===== config.mk =====
export PLATFORM = sky130hd
export DESIGN_NAME = cbr_refresh_sched
export DESIGN_NICKNAME = d
export VERILOG_FILES = /design/src/rtl/cbr_pkg.sv /design/src/rtl/cbr_interval_timer.sv /design/src/rtl/cbr_backlog.sv /design/src/rtl/cbr_strobe_seq.sv /design/src/rtl/cbr_refresh_sched.sv
export SDC_FILE = /design/constraint.sdc
export NUM_CORES = 1
export LEC_CHECK = 0
export ABC_AREA = 1
export ABC_CLOCK_PERIOD_IN_PS = 1600
export BUFFER_PORTS_ARGS = -buffer_cell sky130_fd_sc_hd__buf_2
export CORE_ASPECT_RATIO = 1.2
export CORE_MARGIN = 4
export CORE_UTILIZATION = 30
export CTS_CLUSTER_SIZE = 16
export DETAILED_ROUTE_END_ITERATION = 8
export GPL_ROUTABILITY_DRIVEN = 0
export GPL_TIMING_DRIVEN = 0
export SYNTH_ARGS = -nofsm -noshare
export SYNTH_HDL_FRONTEND = slang
export SYNTH_SLANG_ARGS = --single-unit

===== constraint.sdc =====
create_clock -name clk -period 1.6 [get_ports clk]
set_clock_uncertainty 0.1 [all_clocks]
set_input_delay 0.16 -clock clk [delete_from_list [all_inputs] [get_ports clk]]
set_output_delay 0.16 -clock clk [all_outputs]
set_load 0.01 [all_outputs]

===== src/rtl/cbr_pkg.sv =====
package cbr_pkg;
  typedef enum logic [2:0] {
    ST_IDLE  = 3'd0,
    ST_CSU   = 3'd1,
    ST_RAS   = 3'd2,
    ST_PRE   = 3'd3,
    ST_HOLD  = 3'd4,
    ST_SRPRE = 3'd5
  } seq_st_e;

  typedef enum logic [1:0] {
    PH_NORM  = 2'd0,
    PH_ENTRY = 2'd1,
    PH_TOSR  = 2'd2,
    PH_POST  = 2'd3
  } seq_ph_e;
endpackage


===== src/rtl/cbr_interval_timer.sv =====
module cbr_interval_timer #(
  parameter int INTERVAL = 1950
) (
  input  logic clk,
  input  logic rst_n,
  input  logic hold,
  input  logic restart,
  output logic tick
);
  localparam int CW = (INTERVAL > 1) ? $clog2(INTERVAL) : 1;
  localparam logic [CW-1:0] LAST = CW'(INTERVAL - 1);

  logic [CW-1:0] cnt_q, cnt_d;

  always_comb begin
    tick  = !hold && !restart && (cnt_q == LAST);
    if (hold || restart || tick) cnt_d = '0;
    else                         cnt_d = cnt_q + 1'b1;
  end

  always_ff @(posedge clk or negedge rst_n) begin
    if (!rst_n) cnt_q <= '0;
    else        cnt_q <= cnt_d;
  end
endmodule


===== src/rtl/cbr_backlog.sv =====
module cbr_backlog #(
  parameter int MAX = 8
) (
  input  logic clk,
  input  logic rst_n,
  input  logic tick,
  input  logic take,
  input  logic clear,
  output logic pending,
  output logic [$clog2(MAX+1)-1:0] level
);
  localparam int LW = $clog2(MAX + 1);
  localparam logic [LW-1:0] LMAX = LW'(MAX);

  logic [LW-1:0] lvl_q, lvl_d;
  logic          inc, dec, en;

  always_comb begin
    dec = take && (lvl_q != '0);
    inc = tick && ((lvl_q != LMAX) || dec);
    en  = clear || inc || dec;
    if (clear)           lvl_d = '0;
    else if (inc && !dec) lvl_d = lvl_q + 1'b1;
    else if (dec && !inc) lvl_d = lvl_q - 1'b1;
    else                 lvl_d = lvl_q;
  end

  always_ff @(posedge clk or negedge rst_n) begin
    if (!rst_n)  lvl_q <= '0;
    else if (en) lvl_q <= lvl_d;
  end

  assign pending = (lvl_q != '0);
  assign level   = lvl_q;
endmodule


===== src/rtl/cbr_strobe_seq.sv =====
module cbr_strobe_seq
  import cbr_pkg::*;
#(
  parameter int CSR_CLKS      = 1,
  parameter int CHR_CLKS      = 2,
  parameter int RAS_CLKS      = 8,
  parameter int RP_CLKS       = 5,
  parameter int SELF_MIN_CLKS = 12500,
  parameter int RPS_CLKS      = 14
) (
  input  logic clk,
  input  logic rst_n,
  input  logic start,
  input  logic start_sr,
  input  logic sr_exit,
  output logic busy,
  output logic in_sr,
  output logic sr_active,
  output logic fin_norm,
  output logic fin_sr,
  output logic ras_n,
  output logic cas_n,
  output logic done
);
  localparam int M1 = (CSR_CLKS > RAS_CLKS) ? CSR_CLKS : RAS_CLKS;
  localparam int M2 = (RP_CLKS > RPS_CLKS) ? RP_CLKS : RPS_CLKS;
  localparam int M3 = (M1 > M2) ? M1 : M2;
  localparam int MX = (M3 > SELF_MIN_CLKS) ? M3 : SELF_MIN_CLKS;
  localparam int TW = $clog2(MX + 1);
  localparam logic [TW-1:0] L_CSR  = TW'(CSR_CLKS - 1);
  localparam logic [TW-1:0] L_RAS  = TW'(RAS_CLKS - 1);
  localparam logic [TW-1:0] L_RP   = TW'(RP_CLKS - 1);
  localparam logic [TW-1:0] L_SELF = TW'(SELF_MIN_CLKS - 1);
  localparam logic [TW-1:0] L_RPS  = TW'(RPS_CLKS - 1);
  localparam logic [TW-1:0] N_CHR  = TW'(CHR_CLKS);

  seq_st_e       st_q, st_d;
  seq_ph_e       ph_q, ph_d;
  logic [TW-1:0] tc_q, tc_d;
  logic          ex_q, ex_d;
  logic          ras_q, cas_q, done_q;
  logic          ras_d, cas_d;

  always_comb begin
    st_d     = st_q;
    ph_d     = ph_q;
    tc_d     = tc_q;
    ex_d     = 1'b0;
    fin_norm = 1'b0;
    fin_sr   = 1'b0;
    case (st_q)
      ST_IDLE: begin
        if (start) begin
          st_d = ST_CSU;
          tc_d = '0;
          ph_d = start_sr ? PH_ENTRY : PH_NORM;
        end
      end
      ST_CSU: begin
        if (tc_q == L_CSR) begin
          tc_d = '0;
          st_d = (ph_q == PH_TOSR) ? ST_HOLD : ST_RAS;
        end else tc_d = tc_q + 1'b1;
      end
      ST_RAS: begin
        if (tc_q == L_RAS) begin
          tc_d = '0;
          st_d = ST_PRE;
        end else tc_d = tc_q + 1'b1;
      end
      ST_PRE: begin
        if (tc_q == L_RP) begin
          tc_d = '0;
          if (ph_q == PH_ENTRY) begin
            st_d = ST_CSU;
            ph_d = PH_TOSR;
          end else begin
            st_d     = ST_IDLE;
            fin_norm = (ph_q == PH_NORM);
            fin_sr   = (ph_q == PH_POST);
            ph_d     = PH_NORM;
          end
        end else tc_d = tc_q + 1'b1;
      end
      ST_HOLD: begin
        if (tc_q == L_SELF) begin
          if (ex_q || sr_exit) begin
            st_d = ST_SRPRE;
            tc_d = '0;
          end
        end else begin
          tc_d = tc_q + 1'b1;
          ex_d = ex_q || sr_exit;
        end
      end
      ST_SRPRE: begin
        if (tc_q == L_RPS) begin
          tc_d = '0;
          st_d = ST_CSU;
          ph_d = PH_POST;
        end else tc_d = tc_q + 1'b1;
      end
      default: begin
        st_d = ST_IDLE;
        ph_d = PH_NORM;
        tc_d = '0;
      end
    endcase
    ras_d = !((st_d == ST_RAS) || (st_d == ST_HOLD));
    cas_d = !((st_d == ST_CSU) || (st_d == ST_HOLD) ||
              ((st_d == ST_RAS) && (tc_d < N_CHR)));
  end

  always_ff @(posedge clk or negedge rst_n) begin
    if (!rst_n) begin
      st_q   <= ST_IDLE;
      ph_q   <= PH_NORM;
      tc_q   <= '0;
      ex_q   <= 1'b0;
      ras_q  <= 1'b1;
      cas_q  <= 1'b1;
      done_q <= 1'b0;
    end else begin
      st_q   <= st_d;
      ph_q   <= ph_d;
      tc_q   <= tc_d;
      ex_q   <= ex_d;
      ras_q  <= ras_d;
      cas_q  <= cas_d;
      done_q <= fin_norm || fin_sr;
    end
  end

  assign busy      = (st_q != ST_IDLE);
  assign in_sr     = (ph_q != PH_NORM);
  assign sr_active = (st_q == ST_HOLD);
  assign ras_n     = ras_q;
  assign cas_n     = cas_q;
  assign done      = done_q;
endmodule


===== src/rtl/cbr_refresh_sched.sv =====
module cbr_refresh_sched #(
  parameter int REF_INTERVAL_CLKS = 1950,
  parameter int BACKLOG_MAX       = 8,
  parameter int CSR_CLKS          = 1,
  parameter int CHR_CLKS          = 2,
  parameter int RAS_CLKS          = 8,
  parameter int RP_CLKS           = 5,
  parameter int SELF_MIN_CLKS     = 12500,
  parameter int RPS_CLKS          = 14
) (
  input  logic clk,
  input  logic rst_n,
  output logic ref_req,
  input  logic ref_grant,
  output logic ref_done,
  output logic bus_own,
  input  logic sr_enter,
  input  logic sr_exit,
  output logic sr_active,
  output logic ras_n,
  output logic ucas_n,
  output logic lcas_n,
  output logic we_n
);
  localparam int LW = $clog2(BACKLOG_MAX + 1);

  logic [1:0]    rs_q;
  logic          srst_n;
  logic          tick, pending, start;
  logic          busy, in_sr, fin_norm, fin_sr, cas_n;
  logic          pend_q, pend_d;
  logic [LW-1:0] bl_level;

  always_ff @(posedge clk or negedge rst_n) begin
    if (!rst_n) rs_q <= 2'b00;
    else        rs_q <= {rs_q[0], 1'b1};
  end
  assign srst_n = rs_q[1];

  cbr_interval_timer #(.INTERVAL(REF_INTERVAL_CLKS)) u_timer (
    .clk(clk), .rst_n(srst_n), .hold(in_sr), .restart(fin_sr), .tick(tick)
  );

  cbr_backlog #(.MAX(BACKLOG_MAX)) u_backlog (
    .clk(clk), .rst_n(srst_n), .tick(tick), .take(fin_norm), .clear(fin_sr),
    .pending(pending), .level(bl_level)
  );

  assign ref_req = !busy && (pending || pend_q);
  assign start   = ref_req && ref_grant;

  always_comb begin
    pend_d = (pend_q && !start) || (sr_enter && !in_sr && !(start && pend_q));
  end

  always_ff @(posedge clk or negedge srst_n) begin
    if (!srst_n) pend_q <= 1'b0;
    else         pend_q <= pend_d;
  end

  cbr_strobe_seq #(
    .CSR_CLKS(CSR_CLKS), .CHR_CLKS(CHR_CLKS), .RAS_CLKS(RAS_CLKS),
    .RP_CLKS(RP_CLKS), .SELF_MIN_CLKS(SELF_MIN_CLKS), .RPS_CLKS(RPS_CLKS)
  ) u_seq (
    .clk(clk), .rst_n(srst_n), .start(start), .start_sr(pend_q),
    .sr_exit(sr_exit), .busy(busy), .in_sr(in_sr), .sr_active(sr_active),
    .fin_norm(fin_norm), .fin_sr(fin_sr), .ras_n(ras_n), .cas_n(cas_n),
    .done(ref_done)
  );

  assign bus_own = busy;
  assign ucas_n  = cas_n;
  assign lcas_n  = cas_n;
  assign we_n    = 1'b1;
endmodule


==> flow_summary_export.csv <==
group,metric,value,unit
outcome,status,"finished, violations left",
outcome,violations,"setup timing",
synthesis,seq_area_frac_synth,34.3,%
detailed_routing,viasPerCell,5.10,
timing,fin_crit,2.56,ns
finish,drive_gt1_share,44.4,%
worst_setup_path,crit_chain,"buf_6 > nor2_4 > nand2_4 > nor2_4 > nand2_2 > inv_2 > nand4_1 > a21oi_4 > ha_4 > inv_2 > ha_4 > a21oi_4 > o21ai_2 > xor2_1 > o31ai_1",
worst_setup_path,crit_type,"flip-flop to flip-flop",
worst_setup_path,cp.required,1.69,ns
synthesis,ys_warn_count,0,
global_route,grt_usage,15.2,%
synthesis,synth_cell_types,41,
timing,finalMaxSlewViolations,0,
timing,max_slew_margin,40.1,%
timing,setup_viol,30,
worst_setup_path,cp_max_fo,5,
finish,nets,520,
synthesis,synth_edf_count,0,
floorplanning,die_w,99.3,um
synthesis,syn_area_per_cell,7.07,um2
timing,worst_pin_slew,0.899,ns
worst_setup_path,r2r_slack,-0.96,ns
job,cap_violations,0,
worst_setup_path,cp.arrival,2.66,ns
place,io_buffer_count,11,
global_route,top_usage_layer,"met2",
global_route,grt_max_degree,40,
worst_setup_path,cp-startpoint,"u_seq.tc_q[4]$_DFF_PN0_",
worst_setup_path,reg2reg_from,"u_seq.tc_q[4]$_DFF_PN0_",
synthesis,ys_seq_elements,41,
global_route,grt_pass1_wl,14600,um
finish,area_growth,49.9,%
detailed_routing,vias,3216,
synthesis,syn-instance-count,424,
detailed_routing,drc_errors,0,
power,p_leak,2.13,nW
synthesis,yosys.cell_count.top_type,"nand2_1",
synthesis,synth.area.top_cells,"dfrtp_1 (33%), nand2_1 (12%), nand3_1 (8.3%)",
clock_tree,cts.sinks,41,
synthesis,ys_async_sr_fraction,100,%
worst_setup_path,startpoint_type,"flip-flop",
global_route,grt_use_met1,17.3,%
timing,rsz0062_at_grt,"yes",
finish,design_area,0.00450,mm2
synthesis,syn_area,0.00300,mm2
synthesis,yosysTopAreaCell,"dfrtp_1",
clock_tree,cts_root_buffer,"clkbuf_16",
global_route,first_global_vias,3143,
clock_tree,numCtsBuffers,5,
finish,diodes,0,
power,powerDensity,1300,mW/mm2
synthesis,synth.top_cell.area_share,32.5,%
finish,utilization,46.5,%
floorplanning,core,0.00966,mm2
clock_tree,clock_latency,0.29,ns
worst_setup_path,rr_worst_depth,15,
floorplanning,die_h,118,um
global_route,antenna_found_initial,0,
synthesis,synth_commonest_cells,"nand2_1 (92), nor2_1 (54), inv_1 (53)",
detailed_routing,ant_nets,0,
global_route,grtUsageMet2,27.9,%
clock_tree,cts-root-to-sink-buffers,2,
timing,period_share,160,%
detailed_routing,drt_iter0_markers,143,
detailed_routing,drt-pass1-iter-count,4,
floorplanning,start_util,31.0,%
worst_setup_path,cp_slowest_cell,"dfrtp_1",
floorplanning,placementRows,39,
timing,hold_viol,0,
timing,setup_slack,-0.962,ns
place,dp_hpwl,5700,um
place,place_area,0.00329,mm2
global_route,grt_overflow,0,
floorplanning,dieArea,0.0117,mm2
worst_setup_path,end_kind,"flip-flop",
worst_setup_path,critPathMaxStageDelay,0.37,ns
floorplanning,pin_count,13,
clock_tree,cts_tree,"built",
power,irDropWorstVdd,831,uV
worst_setup_path,crit_end,"u_backlog.level[3]$_DFFE_PN0P_",
worst_setup_path,regToRegEndpoint,"u_backlog.level[3]$_DFFE_PN0P_",
clock_tree,clk_pin_slew,0.07,ns
detailed_routing,wl_per_cell,14.9,um
global_route,use_met3,2.07,%
hold_path,hp-class,"input pin to async pin",
clock_tree,htreeDepth,2,
detailed_routing,drt_wl_total,9380,um
synthesis,synthFlopType,"dfrtp_1",
timing,max_freq,0.390,GHz
-- worst min-delay path by stage --
stage / cells after the start / from / slack [ns] / end
finish: 2 / rst_n / 0.09 / rs_q[0]$_DFF_PN0_
global placement: 1 / rst_n / -0.15 / rs_q[1]$_DFF_PN0_
detailed placement: 1 / rst_n / -0.15 / rs_q[0]$_DFF_PN0_
floorplan: 0 / rst_n / -0.24 / rs_q[0]$_DFF_PN0_
CTS: 2 / rst_n / 0.08 / rs_q[0]$_DFF_PN0_
global route: 2 / rst_n / 0.08 / rs_q[0]$_DFF_PN0_
-- cell type report --
type                    instances  area, um2
inverters                      55        214
fillers                       913       5160
clock buffers                   6        129
multi-input cells             319       2260
flip-flops and latches         41       1040
clock inverters                 2       15.0
well taps                     123        154
plain buffers                  10       91.3
repair buffers                 74        599
-- critical path, delay by kind of cell, from the launching register on --
family / cells / cell delay [ns]
AO/OA/AOI/OAI: 4 / 0.59
XOR/XNOR: 1 / 0.14
adder cells (fa/ha/maj): 2 / 0.41
buffers and inverters: 3 / 0.26
flip-flops: 1 / 0.37
AND/OR/NAND/NOR: 5 / 0.59
-- through the flow --
stage / setup WS [ns] / std cells / setup TNS (ns) / power [mW] / hold WS [ns]
floorplan: -0.850 / 425 / -2.90 / 2.93 / -0.236
global placement: -1.03 / 559 / -18.33 / 3.43 / -0.154
detailed placement: -1.09 / 559 / -9.21 / 3.46 / -0.148
CTS: -0.930 / 613 / -8.72 / 5.35 / 0.0829
global route: -1.08 / 630 / -11.32 / 6.16 / 0.0840
finish: -0.962 / 630 / -8.21 / 5.84 / 0.0863
-- per-layer routing --
metal / vias to the layer above / share of wire (%)
met2: 89 / 56
met3: 27 / 3.6
met5: - / 0
li1: 1556 / -
met4: 0 / 3.1
met1: 1544 / 38
-- registers in the layout (all words and copies together) (netlist names), 2 cells and up --
signal / count
u_seq.tc_q: 14
u_seq.ph_q: 2
u_timer.cnt_q: 11
u_seq.st_q: 3
rs_q: 2
u_backlog.level: 4
-- what timing repair did --
item	CTS	global route
endpoints found under the setup margin	36	42
pin swaps	32	28
cloned	1	0
hold buffers	2	0
hold endpoints to repair	3	0
resized for setup	91	65
buffers inserted	43	27
-- logic make-up (layout without fill, tap and decap cells) --
family                   after synthesis  count (layout)  synth area share [%]
other                                  1               2                 0.125
flip-flops                            41              41                  34.3
AND/OR/NAND/NOR                      248             249                  38.7
XOR/XNOR                              10              10                  2.92
buffers and inverters                 66             147                  9.47
adder cells (fa/ha/maj)                9               9                  4.01
AO/OA/AOI/OAI                         49              49                  10.5
-- power by group --
group	switching, mW	total [mW]	internal [mW]
clock network	0.437	1.02	0.579
registers	0.197	1.44	1.24
logic	1.92	3.39	1.46
total	2.56	5.84	3.28
-- layout by cell type (no fill, tap or decap), drive strengths merged --
cell / instances
a21o: 2
a21oi: 10
a31oi: 2
and3: 1
buf: 81
clkbuf: 7
clkinvlp: 2
conb: 2
dfrtp: 39
dfstp: 2
dlygate4sd3: 2
fa: 1
ha: 8
inv: 55
nand2: 101
nand3: 53
nand4: 12
nor2: 63
nor3: 13
nor3b: 2
nor4: 2
o211ai: 7
o21a: 2
o21ai: 21
o21bai: 1
o31ai: 4
or2: 1
or4: 1
xnor2: 1
xor2: 9
Power figures use the tool's default switching activity.
